`src/rtl/chdma_pkg.sv`:
```
package chdma_pkg;

    localparam int BLG_W = 4;

    typedef enum logic [2:0] {
        S_IDLE, S_FETCH, S_CHECK, S_WAIT, S_READ, S_WRITE, S_SEGEND, S_HALT
    } chdma_state_t;

    localparam logic [2:0] RA_MODE = 3'd0;
    localparam logic [2:0] RA_STAT = 3'd1;
    localparam logic [2:0] RA_DESC = 3'd2;
    localparam logic [2:0] RA_SRC  = 3'd3;
    localparam logic [2:0] RA_DST  = 3'd4;
    localparam logic [2:0] RA_CNT  = 3'd5;

    typedef struct packed {
        logic [BLG_W-1:0] burst_lg;
        logic [1:0]       size;
        logic             src_hold;
        logic             dst_hold;
        logic             paced;
        logic             err_ie;
        logic             eos_ie;
    } chdma_mode_t;

endpackage

```
`src/rtl/chdma_lane.sv`:
```
module chdma_lane #(
    parameter int DW = 32
) (
    input  logic [DW-1:0]           word_in,
    input  logic [$clog2(DW/8)-1:0] src_off,
    input  logic [$clog2(DW/8)-1:0] dst_off,
    input  logic [1:0]              size,
    output logic [DW-1:0]           word_out,
    output logic [DW/8-1:0]         lane_en
);
    localparam int NB = DW / 8;
    localparam int OW = $clog2(NB);

    logic [DW-1:0] picked;
    logic [DW-1:0] placed;
    logic [OW:0]   nbytes;

    always_comb begin
        nbytes = (OW+1)'(1) << size;
        picked = word_in >> {src_off, 3'b000};
        placed = picked << {dst_off, 3'b000};
    end

    for (genvar i = 0; i < NB; i++) begin : g_lane
        always_comb begin
            lane_en[i] = ((OW+1)'(i) >= {1'b0, dst_off}) &&
                         ((OW+1)'(i) < ({1'b0, dst_off} + nbytes));
            word_out[8*i +: 8] = lane_en[i] ? placed[8*i +: 8] : 8'h00;
        end
    end

endmodule

```
`src/rtl/chdma_ctrl.sv`:
```
module chdma_ctrl
    import chdma_pkg::*;
#(
    parameter int AW = 32,
    parameter int DW = 32
) (
    input  logic              clk,
    input  logic              rst_n,
    input  chdma_mode_t       mode,
    input  logic              start,
    input  logic              abort,
    input  logic              desc_we,
    input  logic [AW-1:0]     desc_wdata,
    input  logic              periph_req,
    output logic              mem_req,
    output logic              mem_we,
    output logic [AW-1:0]     mem_addr,
    input  logic [DW-1:0]     mem_rdata,
    output logic [DW-1:0]     word_q,
    output logic [AW-1:0]     src_q,
    output logic [AW-1:0]     dst_q,
    output logic [AW-1:0]     cnt_q,
    output logic [AW-1:0]     desc_q,
    output logic              busy,
    output logic              halted,
    output logic              eos_set,
    output logic              pe_set
);
    localparam int BLW = (2 ** BLG_W) + 1;

    chdma_state_t   st_q, st_d;
    logic [1:0]     idx_q;
    logic [AW-1:0]  next_q;
    logic [BLW-1:0] bleft_q;
    logic [3:0]     sz4;
    logic [AW-1:0]  sz;
    logic           last, burst_done, bad;

    always_comb begin
        sz4        = 4'd1 << mode.size;
        sz         = AW'(sz4);
        last       = cnt_q <= sz;
        burst_done = bleft_q <= BLW'(sz4);
        bad        = (next_q == '0) || (cnt_q == '0) || (mode.size == 2'd3);
    end

    // next-state logic
    always_comb begin
        st_d = st_q;
        unique case (st_q)
            S_IDLE, S_HALT: if (start) st_d = S_FETCH;
            S_FETCH:  if (idx_q == 2'd3) st_d = S_CHECK;
            S_CHECK:  st_d = bad ? S_HALT : S_WAIT;
            S_WAIT:   if (!mode.paced || periph_req) st_d = S_READ;
            S_READ:   st_d = S_WRITE;
            S_WRITE:  st_d = last ? S_SEGEND : (burst_done ? S_WAIT : S_READ);
            S_SEGEND: st_d = S_FETCH;
            default:  st_d = S_IDLE;
        endcase
        if (abort && (st_q != S_IDLE) && (st_q != S_HALT)) st_d = S_HALT;
    end

    // state register
    always_ff @(posedge clk) begin
        if (!rst_n) st_q <= S_IDLE;
        else        st_q <= st_d;
    end

    // outputs decoded from state
    always_comb begin
        mem_req  = (st_q == S_FETCH) || (st_q == S_READ) || (st_q == S_WRITE);
        mem_we   = (st_q == S_WRITE);
        unique case (st_q)
            S_FETCH: mem_addr = desc_q + AW'({idx_q, 2'b00});
            S_READ:  mem_addr = {src_q[AW-1:2], 2'b00};
            S_WRITE: mem_addr = {dst_q[AW-1:2], 2'b00};
            default: mem_addr = '0;
        endcase
        busy    = (st_q != S_IDLE) && (st_q != S_HALT);
        halted  = (st_q == S_HALT);
        eos_set = (st_q == S_SEGEND);
        pe_set  = (st_q == S_CHECK) && bad;
    end

    // datapath
    always_ff @(posedge clk) begin
        if (!rst_n) begin
            idx_q   <= '0;
            next_q  <= '0;
            bleft_q <= '0;
            word_q  <= '0;
            src_q   <= '0;
            dst_q   <= '0;
            cnt_q   <= '0;
            desc_q  <= '0;
        end else begin
            unique case (st_q)
                S_FETCH: begin
                    unique case (idx_q)
                        2'd0: src_q  <= AW'(mem_rdata);
                        2'd1: dst_q  <= AW'(mem_rdata);
                        2'd2: cnt_q  <= AW'(mem_rdata);
                        2'd3: next_q <= AW'(mem_rdata);
                    endcase
                    idx_q <= idx_q + 2'd1;
                end
                S_WAIT:   bleft_q <= BLW'(1) << mode.burst_lg;
                S_READ:   word_q  <= mem_rdata;
                S_WRITE: begin
                    if (!mode.src_hold) src_q <= src_q + sz;
                    if (!mode.dst_hold) dst_q <= dst_q + sz;
                    cnt_q   <= last ? '0 : cnt_q - sz;
                    bleft_q <= bleft_q - BLW'(sz4);
                end
                S_SEGEND: desc_q <= next_q;
                default: ;
            endcase
            if (desc_we && !busy) desc_q <= desc_wdata;
            if (start && !busy)   idx_q  <= '0;
        end
    end

endmodule

```
`src/rtl/chdma_csr.sv`:
```
module chdma_csr
    import chdma_pkg::*;
#(
    parameter int AW = 32
) (
    input  logic          clk,
    input  logic          rst_n,
    input  logic          reg_wr,
    input  logic [2:0]    reg_addr,
    input  logic [AW-1:0] reg_wdata,
    output logic [AW-1:0] reg_rdata,
    output chdma_mode_t   mode,
    output logic          start,
    output logic          abort,
    output logic          desc_we,
    input  logic          eos_set,
    input  logic          pe_set,
    input  logic          busy,
    input  logic          halted,
    input  logic [AW-1:0] src_q,
    input  logic [AW-1:0] dst_q,
    input  logic [AW-1:0] cnt_q,
    input  logic [AW-1:0] desc_q,
    output logic          eos_flag,
    output logic          irq
);
    logic mode_wr, stat_wr, pe_flag;

    always_comb begin
        mode_wr = reg_wr && (reg_addr == RA_MODE);
        stat_wr = reg_wr && (reg_addr == RA_STAT);
        desc_we = reg_wr && (reg_addr == RA_DESC);
        start   = mode_wr && reg_wdata[0];
        abort   = mode_wr && reg_wdata[1];
        irq     = (eos_flag && mode.eos_ie) || (pe_flag && mode.err_ie);
    end

    always_ff @(posedge clk) begin
        if (!rst_n) begin
            mode     <= '0;
            eos_flag <= 1'b0;
            pe_flag  <= 1'b0;
        end else begin
            if (mode_wr) begin
                mode.eos_ie   <= reg_wdata[2];
                mode.err_ie   <= reg_wdata[3];
                mode.paced    <= reg_wdata[4];
                mode.dst_hold <= reg_wdata[5];
                mode.src_hold <= reg_wdata[6];
                mode.size     <= reg_wdata[9:8];
                mode.burst_lg <= reg_wdata[10 +: BLG_W];
            end
            if (eos_set)                      eos_flag <= 1'b1;
            else if (stat_wr && reg_wdata[0]) eos_flag <= 1'b0;
            if (pe_set)                       pe_flag  <= 1'b1;
            else if (stat_wr && reg_wdata[1]) pe_flag  <= 1'b0;
        end
    end

    always_comb begin
        unique case (reg_addr)
            RA_MODE: reg_rdata = AW'({mode.burst_lg, mode.size, 1'b0, mode.src_hold,
                                      mode.dst_hold, mode.paced, mode.err_ie,
                                      mode.eos_ie, 2'b00});
            RA_STAT: reg_rdata = AW'({halted, busy, pe_flag, eos_flag});
            RA_DESC: reg_rdata = desc_q;
            RA_SRC:  reg_rdata = src_q;
            RA_DST:  reg_rdata = dst_q;
            RA_CNT:  reg_rdata = cnt_q;
            default: reg_rdata = '0;
        endcase
    end

endmodule

```
`src/rtl/chdma_top.sv`:
```
module chdma_top
    import chdma_pkg::*;
#(
    parameter int AW = 32,
    parameter int DW = 32
) (
    input  logic            clk,
    input  logic            rst_n,
    input  logic            reg_wr,
    input  logic [2:0]      reg_addr,
    input  logic [AW-1:0]   reg_wdata,
    output logic [AW-1:0]   reg_rdata,
    output logic            mem_req,
    output logic            mem_we,
    output logic [AW-1:0]   mem_addr,
    output logic [DW/8-1:0] mem_be,
    output logic [DW-1:0]   mem_wdata,
    input  logic [DW-1:0]   mem_rdata,
    input  logic            periph_req,
    output logic            irq
);
    localparam int OW = $clog2(DW / 8);

    chdma_mode_t   mode_w;
    logic          start_w, abort_w, desc_we_w;
    logic          busy_w, halted_w, eos_set_w, pe_set_w, eos_flag_w;
    logic [DW-1:0] word_w;
    logic [AW-1:0] src_w, dst_w, cnt_w, desc_w;

    chdma_csr #(.AW(AW)) u_csr (
        .clk(clk), .rst_n(rst_n), .reg_wr(reg_wr), .reg_addr(reg_addr),
        .reg_wdata(reg_wdata), .reg_rdata(reg_rdata), .mode(mode_w),
        .start(start_w), .abort(abort_w), .desc_we(desc_we_w),
        .eos_set(eos_set_w), .pe_set(pe_set_w), .busy(busy_w), .halted(halted_w),
        .src_q(src_w), .dst_q(dst_w), .cnt_q(cnt_w), .desc_q(desc_w),
        .eos_flag(eos_flag_w), .irq(irq)
    );

    chdma_ctrl #(.AW(AW), .DW(DW)) u_ctrl (
        .clk(clk), .rst_n(rst_n), .mode(mode_w), .start(start_w), .abort(abort_w),
        .desc_we(desc_we_w), .desc_wdata(reg_wdata), .periph_req(periph_req),
        .mem_req(mem_req), .mem_we(mem_we), .mem_addr(mem_addr), .mem_rdata(mem_rdata),
        .word_q(word_w), .src_q(src_w), .dst_q(dst_w), .cnt_q(cnt_w), .desc_q(desc_w),
        .busy(busy_w), .halted(halted_w), .eos_set(eos_set_w), .pe_set(pe_set_w)
    );

    chdma_lane #(.DW(DW)) u_lane (
        .word_in(word_w), .src_off(src_w[OW-1:0]), .dst_off(dst_w[OW-1:0]),
        .size(mode_w.size), .word_out(mem_wdata), .lane_en(mem_be)
    );

endmodule

```
`config.mk`:
```
export PLATFORM = sky130hd
export DESIGN_NAME = chdma_top
export DESIGN_NICKNAME = d
export VERILOG_FILES = /design/src/rtl/chdma_pkg.sv /design/src/rtl/chdma_lane.sv /design/src/rtl/chdma_ctrl.sv /design/src/rtl/chdma_csr.sv /design/src/rtl/chdma_top.sv
export SDC_FILE = /design/constraint.sdc
export NUM_CORES = 1
export LEC_CHECK = 0
export ABC_CLOCK_PERIOD_IN_PS = 3500
export BUFFER_PORTS_ARGS = -buffer_cell sky130_fd_sc_hd__buf_2
export CAP_MARGIN = 20
export CORE_MARGIN = 10
export CORE_UTILIZATION = 54
export CTS_CLUSTER_SIZE = 40
export DETAILED_ROUTE_END_ITERATION = 12
export PLACE_DENSITY = 0.83
export SYNTH_ARGS = -nofsm -noshare
export SYNTH_HDL_FRONTEND = slang
export SYNTH_SLANG_ARGS = --single-unit
export TNS_END_PERCENT = 30
```
`constraint.sdc`:
```
create_clock -name clk -period 3.5 [get_ports clk]
set_input_delay 0.175 -clock clk [delete_from_list [all_inputs] [get_ports clk]]
set_output_delay 0.175 -clock clk [all_outputs]
set_load 0.02 [all_outputs]
```
==> results.toml, run 1 <==
[run_status]
status = "finished clean"

[clocking]
clock_latency_ps = 540
cts_buffer_depth = 3
path_clk_slew_ps = 60
cts_buffers = 25
cts.sinks = 227
cts_root_buf = "clkbuf_16"
htree_levels = 1
post_cts_buffers = 0
cts_tree = "yes"

[yosys]
synth_area_um2 = 15200
synth_edf_count = 0
syn_avg_cell_area_um2 = 7.34
synth_ff_type = "dfxtp_1"
synth_cell_type_count = 87
synth-seq-area-share = 0.298
async_flop_share = 0
yosys_warnings = 0
postSynthCellCount = 2076
syn-num-nets = 2174
ys_ff_latch = 227

[global_routing]
grt_max_degree = 80
grt-ovfl-total = 0
grt_pass1_wl_um = 95200
grt_pass1_vias = 16400
grt.total_usage = 0.328
antenna_found_initial = 0

[pwr]
power.internal_w = 0.00710
ir_drop_mv = 0.371
p_sw_w = 0.00600
pwr_density_cell_nw_per_um2 = 730
power.share.sequential = 0.283
p_clk_frac = 0.220
leakage_nw = 6.67
finalPower_w = 0.0131
combPwrFrac = 0.497
switching_share = 0.458

[run]
drv_cap = 0

[hold_path]
holdPathStages = 3
hold_class = "input pin to flop"
hp-start = "mem_rdata[21]"

[setup_path]
crit_slowest_cell = "xnor2_1"
reg2reg_from = "u_csr.mode[6]"
path_class = "flop to output port"
required_ps = 3320
worstSetupStartpoint = "u_csr.mode[6]"
crit_top_cell = "inv_1"
cp-start-kind = "flop"
cp_cell_sequence = "nor2_1 -> ha_1 -> inv_1 -> fa_1 -> xnor2_1 -> inv_1 -> o21ai_2 -> a211oi_1 -> buf_2"
crit_fanout = 9
cp.arrival_ps = 3180
end_kind = "output port"
reg2reg_depth = 11
slowest_delay_ps = 450

[sta]
setup_viol = 0
finalCritPeriodShare = 0.958
layout_setup_ws_ps = 145
fin_setup_tns_ps = 0
final_max_slew_viol_count = 0
worst_pin_slew_ps = 1160
slew_headroom = 0.226
rsz0062_at_grt = "no"
skew_ps = 9.03
final-hold-violation-count = 0
min_period_ps = 3350
max_freq_ghz = 0.298

[final_layout]
diodes = 0
fin_util = 0.646
stdcell_area_um2 = 17900
area_growth_pct = 17.8
fin_nets = 2314
layout-drive-gt1-share = 0.144

[die]
start_util = 0.549
die_h_um = 188
die-width_um = 188
ioPinCount = 174
rows = 61
core-area_um2 = 27800
die_area_um2 = 35300

[detailed_routing]
totalWireLength_um = 61600
wl_met2_um = 26600
avgViaCountPerCell = 6.75
drt_iter0_markers = 2621
drtAntennaViolNets = 0
routedLengthMet1_um = 24200
vias = 17600
routed.top_layer = "met4"
drc = 0
wl_per_cell_um = 23.6
drt_pass1_iterations = 6
route.met3.wl_um = 8870

[placement]
postPlaceCellArea_um2 = 16400
post-place-ws_ps = 440
finalWeightedCongestion = 0.997
dp_hpwl_um = 44600
io_buffers = 173
[worst max-delay path, delay by kind of cell, from the launching register on]
family                   cells  cell delay [ps]
AO/OA/AOI/OAI                2              490
buffers and inverters        3              370
adder cells (fa/ha/maj)      2              640
XOR/XNOR                     1              450
AND/OR/NAND/NOR              1              300
flip-flops                   1              370
[synth_stat cells (15+ instances only)]
cell type | n | area (um^2)
a211oi_1 | 36 | 270
a21oi_1 | 167 | 836
a22oi_1 | 58 | 435
a2bb2oi_1 | 16 | 140
a311oi_1 | 38 | 333
a31oi_1 | 23 | 144
and3_1 | 22 | 138
buf_1 | 17 | 63.8
clkbuf_1 | 151 | 567
dfxtp_1 | 227 | 4540
ha_1 | 22 | 275
inv_1 | 32 | 120
mux2_2 | 15 | 169
mux2i_1 | 64 | 641
nand2_1 | 337 | 1260
nand2b_1 | 15 | 93.8
nand3_1 | 80 | 400
nand4_1 | 30 | 188
nor2_1 | 186 | 698
nor2b_1 | 17 | 106
nor3_1 | 44 | 220
nor4_1 | 23 | 144
o21a_1 | 16 | 120
o21ai_0 | 109 | 546
o221ai_1 | 17 | 149
o22ai_1 | 32 | 200
or3_1 | 23 | 144
xnor2_1 | 26 | 228
xor2_1 | 27 | 236
[flip-flops by register name, summed over array words and instances (netlist names)]
signal and cells:
u_csr.eos_flag 1, u_csr.mode 11, u_csr.pe_flag 1, u_ctrl.bleft_q 17
u_ctrl.cnt_q 32, u_ctrl.desc_q 32, u_ctrl.dst_q 32, u_ctrl.idx_q 2
u_ctrl.next_q 32, u_ctrl.src_q 32, u_ctrl.st_q 3, u_ctrl.word_q 32
[cell type report]
class / count / area [um^2]
Fill cell: 2425 / 9830
Clock inverter: 13 / 184
Tap cell: 378 / 473
Clock buffer: 32 / 692
Inverter: 35 / 134
Multi-Input combinational cell: 1640 / 9950
Timing Repair Buffer: 287 / 1970
Sequential cell: 227 / 4550
[per-layer routing]
metal  GRT usage  up-vias
met5           0        -
met2       0.497     1290
li1            -     7933
met1       0.442     8260
met3      0.0915      154
met4       0.104        0
[layout by cell type (no fill, tap or decap), types with 15 or more instances in the layout]
cell type        n
dlygate4sd3_1   59
xor2_1          27
and3_1          22
nand2b_1        15
a31oi_1         23
o221ai_1        17
nand2_1        337
nor2_1         185
o21ai_0        107
nand3_1         80
clkbuf_16       25
nor3_1          42
or3_1           23
inv_1           32
mux2_2          15
nand4_1         30
ha_1            22
a22oi_1         58
a2bb2oi_1       16
buf_4           49
nor4_1          23
dfxtp_1        226
a311oi_1        38
o21a_1          16
mux2i_1         64
a21oi_1        167
a211oi_1        36
o22ai_1         32
xnor2_1         26
nor2b_1         17
buf_2          172
[power groups by stage]
stage,logic (W),clock network (W),registers (W)
after detailed placement,0.00628,0,0.00372
after floorplan,0.00456,0,0.00341
after global placement,0.00613,0,0.00370
after global routing,0.00702,0.00296,0.00376
after CTS,0.00635,0.00286,0.00366
final,0.00652,0.00288,0.00371
[logic make-up (layout without fill, tap and decap cells)]
family,count (synthesis),after routing,share of synthesized area
and+or+nand+nor,845,845,0.261
AOI/OAI and AO/OA,635,635,0.279
xor gates and xnor gates,53,53,0.0305
buffers and inverters,209,367,0.0521
muxes,80,80,0.0546
adders and majority gates,27,27,0.0246
DFF,227,227,0.298
[what timing repair did]
| item | CTS | global route |
|---|---|---|
| hold endpoints to repair | 91 | 0 |
| cloned | 0 | 0 |
| endpoints found under the setup margin | 2 | 19 |
| resized for setup | 2 | 3 |
| hold buffers | 59 | 0 |
[final timing paths]
kind                        to  slack [ps]
max              mem_wdata[23]         150
min          u_ctrl.word_q[21]          10
max reg2reg   u_ctrl.cnt_q[19]         390
min reg2reg  u_ctrl.word_q[10]         470
[per-stage QoR]
| stage | cells | hold slack [ps] |
|---|---|---|
| after detailed placement | 2507 | 436 |
| after floorplan | 2076 | 311 |
| after global routing | 2612 | 27.3 |
| final | 2612 | 10.3 |
| after CTS | 2611 | 5.76 |
| after global placement | 2504 | 432 |
(Power assumes the default switching activity.)
==> run 2: changes to the inputs <==
--- a/config.mk
+++ b/config.mk
@@ -5,14 +5,14 @@
 export SDC_FILE = /design/constraint.sdc
 export NUM_CORES = 1
 export LEC_CHECK = 0
-export ABC_CLOCK_PERIOD_IN_PS = 3500
+export ABC_CLOCK_PERIOD_IN_PS = 3600
 export BUFFER_PORTS_ARGS = -buffer_cell sky130_fd_sc_hd__buf_2
 export CAP_MARGIN = 20
 export CORE_MARGIN = 10
-export CORE_UTILIZATION = 54
+export CORE_UTILIZATION = 55
 export CTS_CLUSTER_SIZE = 40
 export DETAILED_ROUTE_END_ITERATION = 12
-export PLACE_DENSITY = 0.83
+export PLACE_DENSITY = 0.81
 export SYNTH_ARGS = -nofsm -noshare
 export SYNTH_HDL_FRONTEND = slang
 export SYNTH_SLANG_ARGS = --single-unit
==> constraint.sdc (replaced) <==
create_clock -name clk -period 3.6 [get_ports clk]
set_input_delay 0.18 -clock clk [delete_from_list [all_inputs] [get_ports clk]]
set_output_delay 0.18 -clock clk [all_outputs]
set_load 0.02 [all_outputs]
==> run 2 against run 1 <==
Against the previous run:
- power is 2.3% lower
- hold slack hardly changed
- via count is 0.36% higher
- worst setup slack better by 22 ps
- sequential share of layout area is 0.20 points higher
- final cell count is 0.42% lower
- die area is 1.6% lower
- utilization is 1.1 points higher
- sequential power is 2% lower
- design area is 0.74% lower
- highest routed layer unchanged
==> results.toml, run 2 (same netlist as run 1, synthesis figures left out) <==
[global_routing]
grt_pass1_wl_um = 95500
grt_max_degree = 83
grt.total_usage = 0.334
antenna_found_initial = 0
grt_pass1_vias = 16400
grt-ovfl-total = 0

[sta]
worst_pin_slew_ps = 1180
min_period_ps = 3430
max_freq_ghz = 0.291
fin_setup_tns_ps = 0
skew_ps = 20.2
setup_viol = 0
final-hold-violation-count = 0
rsz0062_at_grt = "no"
finalCritPeriodShare = 0.954
slew_headroom = 0.212
final_max_slew_viol_count = 0

[clocking]
clock_latency_ps = 550
cts.sinks = 227
cts_buffers = 26
post_cts_buffers = 0
cts_root_buf = "clkbuf_16"
cts_tree = "yes"
path_clk_slew_ps = 60
cts_buffer_depth = 3
htree_levels = 1

[pwr]
ir_drop_mv = 0.466
power.share.sequential = 0.285
pwr_density_cell_nw_per_um2 = 719
p_clk_frac = 0.219
finalPower_w = 0.0128
leakage_nw = 6.61
power.internal_w = 0.00690
combPwrFrac = 0.496
switching_share = 0.461
p_sw_w = 0.00591

[detailed_routing]
drt_iter0_markers = 2538
totalWireLength_um = 62800
drc = 0
vias = 17700
drt_pass1_iterations = 9
avgViaCountPerCell = 6.81
wl_per_cell_um = 24.1
drtAntennaViolNets = 0

[final_layout]
instances_no_fill = 2601
diodes = 0
stdcell_area_um2 = 17800
area_growth_pct = 16.9
final_common_cell = "nand2_1"
fin_nets = 2307
layout-drive-gt1-share = 0.143
layout_common_cells = "nand2_1, dfxtp_1, nor2_1"

[run]
drv_cap = 0

[setup_path]
path_buf_inv = 2
crit_fanout = 24
cp.arrival_ps = 3250
crit_slowest_cell = "dfxtp_1"
reg2reg_slack_ps = 340
path_class = "flop to output port"
required_ps = 3420
end_kind = "output port"
slowest_delay_ps = 630
cp-start-kind = "flop"
critPathTopFamily = "simple AND/OR/NAND/NOR gates"
cp_cell_sequence = "nor2b_1 -> buf_4 -> nand2_1 -> o211ai_1 -> buf_2"

[placement]
io_buffers = 173
postPlaceCellArea_um2 = 16300
numPlacedInstances = 2497
finalWeightedCongestion = 0.980
dp_hpwl_um = 44900

[die]
core-area_um2 = 27100
die_h_um = 186
die-width_um = 186
ioPinCount = 174
die_area_um2 = 34800
start_util = 0.562
rows = 60

[hold_path]
hold_class = "input pin to flop"

[run_status]
status = "finished clean"
## run 2: cell count changes in the layout (fill, tap and decap cells not counted), sizes merged
cell	previous run	this run
bufinv	4	3
dlygate4sd3	59	56
clkinvlp	3	2
buf	228	223
clkinv	5	8
clkbuf	32	35
inv	36	35
## run 2: metal layers
metal / global-route usage / wire length [um] / up-vias
met5: 0 / 0 / -
met4: 0.124 / 2710 / 0
met3: 0.0870 / 8970 / 209
met2: 0.504 / 26900 / 1345
met1: 0.447 / 24200 / 8230
li1: - / - / 7916
## run 2: area by class of cell
type                       count  area [um^2]
clock buffer                  35          746
clock inverter                13          149
fill                        2337         9290
inverter                      35          134
multi-input combinational   1640         9940
sequential                   227         4550
tap                          372          465
timing repair buffer         279         1830
## run 2: final timing paths
path,from,endpoint,depth (start not counted)
worst max-delay path,u_ctrl.st_q[0],mem_addr[11],5
worst min-delay path,reg_wdata[0],u_ctrl.desc_q[0],3
worst max register to register,u_csr.mode[6],u_ctrl.cnt_q[8],11
worst min register to register,u_ctrl.word_q[12],u_ctrl.word_q[12],2
## run 2: worst min-delay path, cell delays in order
cell and delay (ps):
buf_2 150, nor2_1 120, a311oi_1 50
## run 2: what timing repair did
action / in CTS / in global routing
hold buffers: 56 / 0
setup endpoints to repair: 0 / 13
resized for setup: 0 / 4
hold endpoints to repair: 86 / 0
## run 2: power groups by stage
| stage | Combinational [W] | Clock (W) | Sequential, W |
|---|---|---|---|
| after global placement | 0.00597 | 0 | 0.00363 |
| after CTS | 0.00613 | 0.00281 | 0.00360 |
| after global routing | 0.00679 | 0.00290 | 0.00369 |
| after floorplan | 0.00444 | 0 | 0.00331 |
| final | 0.00635 | 0.00281 | 0.00365 |
| after detailed placement | 0.00605 | 0 | 0.00365 |
## run 2: stage by stage
step / hold WS (ps) / utilization / worst slack (ps)
floorplan: 316 / - / 349
global placement: 442 / 0.603 / 499
detailed placement: 445 / 0.603 / 424
CTS: 0.131 / 0.657 / 83.0
global route: 20.9 / 0.657 / 15.1
finish: 10.1 / 0.657 / 167
